===== src/rtl/seqdet_pkg.sv =====
package seqdet_pkg;
    localparam int unsigned STATE_W = 3;

    typedef enum logic [STATE_W-1:0] {
        ST_EMPTY  = 3'd0,
        ST_SAW0   = 3'd1,
        ST_SAW01  = 3'd2,
        ST_SAW1   = 3'd3,
        ST_SAW10  = 3'd4,
        ST_SAW100 = 3'd5
    } seq_state_t;
endpackage


===== src/rtl/seqdet_next_state.sv =====
module seqdet_next_state
    import seqdet_pkg::*;
(
    input  seq_state_t cur_state,
    input  logic       bit_in,
    input  logic       bit_valid,
    output seq_state_t nxt_state
);
    always_comb begin
        nxt_state = cur_state;
        if (bit_valid) begin
            unique case (cur_state)
                ST_EMPTY:  nxt_state = bit_in ? ST_SAW1  : ST_SAW0;
                ST_SAW0:   nxt_state = bit_in ? ST_SAW01 : ST_SAW0;
                ST_SAW01:  nxt_state = bit_in ? ST_SAW1  : ST_SAW10;
                ST_SAW1:   nxt_state = bit_in ? ST_SAW1  : ST_SAW10;
                ST_SAW10:  nxt_state = bit_in ? ST_SAW01 : ST_SAW100;
                ST_SAW100: nxt_state = bit_in ? ST_SAW01 : ST_SAW0;
                default:   nxt_state = ST_EMPTY;
            endcase
        end
    end
endmodule


===== src/rtl/seqdet_match_out.sv =====
module seqdet_match_out
    import seqdet_pkg::*;
(
    input  seq_state_t cur_state,
    input  logic       bit_in,
    input  logic       bit_valid,
    output logic       hit
);
    always_comb begin
        hit = 1'b0;
        if (bit_valid) begin
            unique case (cur_state)
                ST_SAW01:  hit = ~bit_in;
                ST_SAW100: hit = bit_in;
                default:   hit = 1'b0;
            endcase
        end
    end
endmodule


===== src/rtl/dual_pattern_detector.sv =====
module dual_pattern_detector
    import seqdet_pkg::*;
(
    input  logic clk,
    input  logic rst,
    input  logic in_valid,
    input  logic in_bit,
    output logic det_out
);
    seq_state_t state_q;
    seq_state_t state_d;

    seqdet_next_state u_next (
        .cur_state (state_q),
        .bit_in    (in_bit),
        .bit_valid (in_valid),
        .nxt_state (state_d)
    );

    seqdet_match_out u_match (
        .cur_state (state_q),
        .bit_in    (in_bit),
        .bit_valid (in_valid),
        .hit       (det_out)
    );

    always_ff @(posedge clk) begin
        if (rst) state_q <= ST_EMPTY;
        else     state_q <= state_d;
    end


    reset_empty_chk: assert property (@(posedge clk)
        rst |=> (state_q == ST_EMPTY));


    gap_hold_chk: assert property (@(posedge clk) disable iff (rst)
        !in_valid |=> (state_q == $past(state_q)));


    gap_quiet_chk: assert property (@(posedge clk) disable iff (rst)
        !in_valid |-> !det_out);



    hit_source_chk: assert property (@(posedge clk) disable iff (rst)
        det_out |-> ((state_q == ST_SAW01 && !in_bit) ||
                     (state_q == ST_SAW100 && in_bit)));


    hit_tail_chk: assert property (@(posedge clk) disable iff (rst)
        det_out |=> (state_q == ST_SAW10 || state_q == ST_SAW01));
endmodule


===== config.mk =====
export PLATFORM = sky130hd
export DESIGN_NAME = dual_pattern_detector
export DESIGN_NICKNAME = d
export VERILOG_FILES = /design/src/rtl/seqdet_pkg.sv /design/src/rtl/seqdet_next_state.sv /design/src/rtl/seqdet_match_out.sv /design/src/rtl/dual_pattern_detector.sv
export SDC_FILE = /design/constraint.sdc
export NUM_CORES = 1
export LEC_CHECK = 0
export ABC_AREA = 1
export BUFFER_PORTS_ARGS = -buffer_cell sky130_fd_sc_hd__clkbuf_2
export CAP_MARGIN = 20
export CORE_AREA = 5 5 42 44
export DETAILED_ROUTE_END_ITERATION = 8
export DIE_AREA = 0 0 47 49
export HOLD_SLACK_MARGIN = 0.05
export PLACE_DENSITY_LB_ADDON = 0.25
export SLEW_MARGIN = 20
export SYNTH_ARGS = -nofsm -noshare
export SYNTH_HDL_FRONTEND = slang
export SYNTH_SLANG_ARGS = --single-unit

===== constraint.sdc =====
create_clock -name clk -period 1.4 [get_ports clk]
set_input_delay 0.21 -clock clk [delete_from_list [all_inputs] [get_ports clk]]
set_output_delay 0.21 -clock clk [all_outputs]
set_load 0.1 [all_outputs]

==> impl_metrics.yaml, run 1 <==
final_layout:
  fill_cells: 170
  top_regs: "state_q (3)"
  syn_to_final_growth_pct: 58.70
  antenna_cells: 0
  layout-drive-gt1-share: 0.3889
  layout.nets: 41
  largest_reg_flops: 3
  post-route-util: 0.1955
  top_register: "state_q"
  fin_area_um2: 274.0
critical_path:
  critPathArrivalTime_ns: 1.11
  critPathBufInv: 2
  crit_chain: "inv_2 -> nand2_1 -> o22ai_4 -> buf_12"
  max_stage_delay_ns: 0.34
  cp-start-kind: "flop"
  critPathKind: "flop to output port"
  cp.required_ns: 1.19
  critical-path-top-delay-family: "flip-flops"
  critPathMaxFanout: 5
  cp_slowest_cell: "dfxtp_1"
  worstSetupEndpointType: "output port"
cts:
  clock_latency_ns: 0.23
  clock-sinks: 3
  cts_setup_buffers: 0
  path_clk_slew_ns: 0.03
  cts_tree: "yes"
  clock_path_buffers: 2
  htreeDepth: 1
  cts_root_buf: "clkbuf_4"
  numCtsBuffers: 3
global_route:
  grt_use_total: 0.04433
  grt_antenna_before_repair: 0
  grt_max_degree: 6
  grt_pass1_wl_um: 696
  overflow: 0
  grt_pass1_vias: 180
yosys:
  yosysSeqAreaShare: 0.3478
  synth_seq_cells: 3
  yosysWarnings: 0
  ys_types: 11
  syn_inst: 28
  synth_nets: 32
  avgSynthCellArea_um2: 6.167
  mappedNetlistArea_um2: 172.7
sta:
  min_period_over_period: 0.9453
  hold_slack_ns: 0.1698
  setup_viol: 0
  worst_slack_ns: 0.07655
  period_needed_ns: 1.323
  rsz0062_at_grt: "false"
  slew_headroom: 0.8890
  finalHoldViolations: 0
  report.final.slew_viol_count: 0
  fmax_ghz: 0.7556
  worst_slew_pin_slew_ns: 0.1663
  setup_tns_ns: 0
  finClkSkew_ns: 0.004921
die:
  rows: 14
  design.portCount: 5
  fp.dieW_um: 47
  core_area_um2: 1401
  dieHeight_um: 49
  dieArea_um2: 2303
  initial_utilization: 0.1232
place:
  dpl-instance-area_um2: 241.5
  numPortBuffers: 4
  place.gp.congestion: 0.7222
  place_ws_ns: 0.2146
  hpwl_um: 316.8
detailed_routing:
  drt-wirelength-per-cell_um: 7.154
  postRouteAntennaNets: 0
  drt-initial-drc-count: 1
  detail_route.first_pass.iterations: 4
  drc: 0
  dr_total_vias: 182
  wl_um: 372
  vias_per_cell: 3.500
pwr:
  power_density_nw_per_um2: 1026
  p_leak_nw: 0.1186
  vdd_drop_max_mv: 0.3628
run:
  maxCapViolations: 0
hold_path:
  hp-class: "primary input to flop"
status:
  status: "finished, final reports clean"
-- where the power goes --
group,leakage [nW],switching [mW],internal (mW),total (mW)
combinational,0.0786,0.0240,0.0145,0.0385
sequential,0.0251,0.00461,0.0909,0.0955
clock,0.0150,0.0407,0.106,0.147
total,0.119,0.0693,0.212,0.281
-- layout make-up --
class	count	area [µm²]	share of cell area
inverters	6	22.52	0.08219
well taps	16	20.02	0.07306
flip-flops and latches	3	61.31	0.2237
repair buffers	4	35.03	0.1279
multi-input cells	19	108.9	0.3973
clock buffers	4	26.28	0.09589
-- Yosys cell counts (all sizes together) --
master	n	area (µm²)
nand2	8	30.03
nand3	1	5.000
nor2	2	7.510
o21bai	1	7.510
a21oi	4	23.77
o22ai	1	6.260
inv	6	22.52
dfxtp	3	60.06
o21ai	2	10.01
-- metal layers --
layer	GRT usage	up-vias	share of wire
li1	-	105	-
met4	0.02765	0	0
met1	0.04605	75	0.46
met3	0.03321	0	0.038
met2	0.06109	2	0.50
met5	0	-	0
-- through the flow --
stage	std cells	total power [mW]
6_report	52	0.2812
3_3_place_gp	48	0.1347
4_1_cts	52	0.2893
2_1_floorplan	28	0.1214
3_5_place_dp	48	0.1343
5_1_grt	52	0.3095
-- worst paths after layout --
path         slack [ns]       start  cells past startpoint         end
max                0.08  state_q[2]                      4     det_out
min                0.17         rst                      2  state_q[1]
max reg2reg        0.61  state_q[1]                      4  state_q[0]
min reg2reg        0.50  state_q[1]                      2  state_q[1]
-- kinds of logic after synthesis --
| logic type | after synthesis | share of synthesized area |
|---|---|---|
| DFF | 3 | 0.3478 |
| AOI/OAI and AO/OA | 8 | 0.2754 |
| and+or+nand+nor | 11 | 0.2464 |
| buffers and inverters | 6 | 0.1304 |
-- placed cells by master (no fill, tap or decap), drive strengths merged --
master / instances
a21oi: 4
o21bai: 1
nor2: 2
buf: 1
inv: 6
dfxtp: 3
clkbuf: 7
nand2: 8
o22ai: 1
nand3: 1
o21ai: 2
-- what timing repair did --
item / in CTS / in global routing
endpoints found under the hold margin: 0 / 0
pin swaps: 0 / 0
endpoints found under the setup margin: 1 / 1
hold buffers: 0 / 0
resized for setup: 1 / 2
-- worst register-to-register path, cell delays in order, from the launching register on --
cell	delay, ns
dfxtp_2	0.34
inv_2	0.06
nand2_1	0.09
a21oi_1	0.14
nor2_1	0.06
Note: power is estimated with default switching activity, not from simulation.
==> run 2: changes to the inputs <==
Settings changed: CTS_BUF_LIST set to sky130_fd_sc_hd__clkbuf_2, SLEW_MARGIN 20 to 30, SYNTH_HIERARCHICAL set to 1.
==> run 2 against run 1 <==
Global-route usage rose by 0.35 points. Clock power fell by 20%. Sequential power rose by 0.4%. Non-clock buffer count did not move. Power fell by 6.5%. Cell area fell by 0.46%. Largest power group unchanged. Synthesized cell count rose by 29%. Setup slack improved by 0.045 ns. Sequential share of layout area rose by 0.10 points. Critical endpoint unchanged. Die area did not move. Combinational power rose by 27%.
==> impl_metrics.yaml, run 2 <==
pwr:
  power_switching_uw: 78.66
  pwr-share-clk: 0.449
  vdd_drop_max_mv: 0.3068
  power_density_nw_per_um2: 963.9
  p_leak_nw: 0.1473
  p_seq_frac: 0.365
  p_sw_frac: 0.2992
  p_comb_frac: 0.186
  p_int_uw: 184.3
final_layout:
  top_regs: "state_q (3)"
  largest_reg_flops: 3
  layout.nets: 49
  fill_cells: 173
  stdcell_count: 60
  final_common_cell: "nand2_1"
  layout-drive-gt1-share: 0.2273
  antenna_cells: 0
  final_cell_mix: "nand2_1 (13), nor2_1 (8), inv_1 (7), clkbuf_2 (7)"
  top_register: "state_q"
  syn_to_final_growth_pct: 44.37
  post-route-util: 0.1946
die:
  initial_utilization: 0.1348
  fp.dieW_um: 47
  dieArea_um2: 2303
  dieHeight_um: 49
  rows: 14
  core_area_um2: 1401
  design.portCount: 5
place:
  place_ws_ns: 0.3019
  dp_cells: 56
  place.gp.congestion: 0.6139
  hpwl_um: 326
  numPortBuffers: 4
global_route:
  grt_max_degree: 8
  grt_pass1_wl_um: 752
  grt_antenna_before_repair: 0
  grt_pass1_vias: 208
  grt_use_total: 0.04785
  overflow: 0
detailed_routing:
  vias_per_cell: 3.467
  drt-wirelength-per-cell_um: 7.183
  dr_total_vias: 208
  drc: 0
  wl_um: 431
  detail_route.first_pass.iterations: 2
  postRouteAntennaNets: 0
  drt-initial-drc-count: 7
sta:
  min_period_over_period: 0.9129
  fmax_ghz: 0.7824
  slew_headroom: 0.8702
  worst_slack_ns: 0.1219
  finalHoldViolations: 0
  setup_tns_ns: 0
  hold_slack_ns: 0.1931
  worst_slew_pin_slew_ns: 0.1940
  finClkSkew_ns: 0.0008668
  period_needed_ns: 1.278
  report.final.slew_viol_count: 0
  rsz0062_at_grt: "false"
  setup_viol: 0
critical_path:
  worstSetupEndpointType: "output port"
  r2r_start: "state_q[1]"
  worst_path_most_repeated_cell: "nand2_1"
  r2r_end: "state_q[0]"
  cp-start-kind: "flop"
  worstRegToRegCells: 6
  critPathArrivalTime_ns: 1.07
  max_stage_delay_ns: 0.38
  reg2reg_slack_ns: 0.51
  crit_chain: "nand2_1 -> nand2_1 -> nand2_1 -> nor2_4 -> buf_12"
  cp.required_ns: 1.19
  cp_slowest_cell: "dfxtp_1"
  critPathKind: "flop to output port"
  critPathMaxFanout: 5
cts:
  cts_root_buf: "clkbuf_2"
  clock_latency_ns: 0.20
  cts_setup_buffers: 0
  cts_tree: "yes"
  numCtsBuffers: 3
  clock_path_buffers: 2
  path_clk_slew_ns: 0.04
  clock-sinks: 3
  htreeDepth: 1
yosys:
  yosysWarnings: 6
  ys_async_sr_fraction: 0
  synth_seq_cells: 3
  syn_inst: 36
  ys.flop_type: "dfxtp_1"
  yosysTopAreaCell: "dfxtp_1"
  yosys-top-cells-area: "dfxtp_1 (32%), nand2_1 (26%), nor2_1 (18%), inv_1 (14%), a21oi_1 (5.3%)"
  yosysSeqAreaShare: 0.3179
  ys_types: 7
  synth_nets: 40
  mappedNetlistArea_um2: 188.9
  synth_edf_count: 0
  synth_common_cells: "nand2_1 (13), nor2_1 (9), inv_1 (7)"
  synth_top_cell_area_share: 0.3179
  avgSynthCellArea_um2: 5.248
  yosysMostFrequentCell: "nand2_1"
hold_path:
  worstHoldStart: "rst"
  min_to: "state_q[2]"
  hp-class: "primary input to flop"
  hold_depth: 2
run:
  maxCapViolations: 0
status:
  status: "finished, final reports clean"
-- run 2: through the flow --
stage / power [mW] / area, µm²
CTS: 0.2693 / 271.5
finish: 0.2629 / 272.8
global route: 0.2801 / 272.8
detailed placement: 0.1459 / 251.5
global placement: 0.1462 / 251.5
floorplan: 0.1286 / 196.4
-- run 2: area by class of cell --
class	instances	area (µm²)	share of cell area
Sequential cell	3	61.31	0.2248
Timing Repair Buffer	4	35.03	0.1284
Inverter	7	26.28	0.09633
Multi-Input combinational cell	26	110.1	0.4037
Tap cell	16	20.02	0.07339
Clock buffer	4	20.02	0.07339
-- run 2: worst max-delay path by stage --
stage                     startpoint      end  slack [ns]
after detailed placement  state_q[2]  det_out        0.30
after global routing      state_q[1]  det_out        0.02
after floorplan           state_q[2]  det_out        0.18
after CTS                 state_q[2]  det_out        0.07
after global placement    state_q[2]  det_out        0.31
final                     state_q[1]  det_out        0.12
-- run 2: cells by family after synthesis --
| logic type | count (synthesis) | share of synthesized area |
|---|---|---|
| AOI/OAI and AO/OA | 3 | 0.07945 |
| buffers and inverters | 7 | 0.1391 |
| DFF | 3 | 0.3179 |
| and+or+nand+nor | 23 | 0.4636 |
-- run 2: power by group through the flow --
stage               combinational (mW)  sequential (mW)  clock, mW
floorplan                       0.0328           0.0958          0
global placement                0.0487           0.0974          0
detailed placement              0.0486           0.0973          0
CTS                             0.0488           0.0959      0.125
global route                    0.0551           0.0970      0.128
finish                          0.0489           0.0959      0.118
-- run 2: per-layer routing --
layer,global-route usage,vias up,part of all wire
li1,-,122,-
met1,0.05702,81,0.53
met2,0.05882,5,0.39
met3,0.01476,0,0.081
met4,0.05530,0,0
met5,0,-,0
-- run 2: worst max-delay path: cells and delay by family, from the launching register on --
kind / cells / cell delay, ns
DFF: 1 / 0.38
and+or+nand+nor: 4 / 0.30
buffers and inverters: 1 / 0.18
-- run 2: what timing repair did --
| item | CTS | global route |
|---|---|---|
| hold buffers | 0 | 0 |
| gates resized for setup | 0 | 1 |
| setup endpoints to repair | 0 | 1 |
| hold endpoints to repair | 0 | 0 |
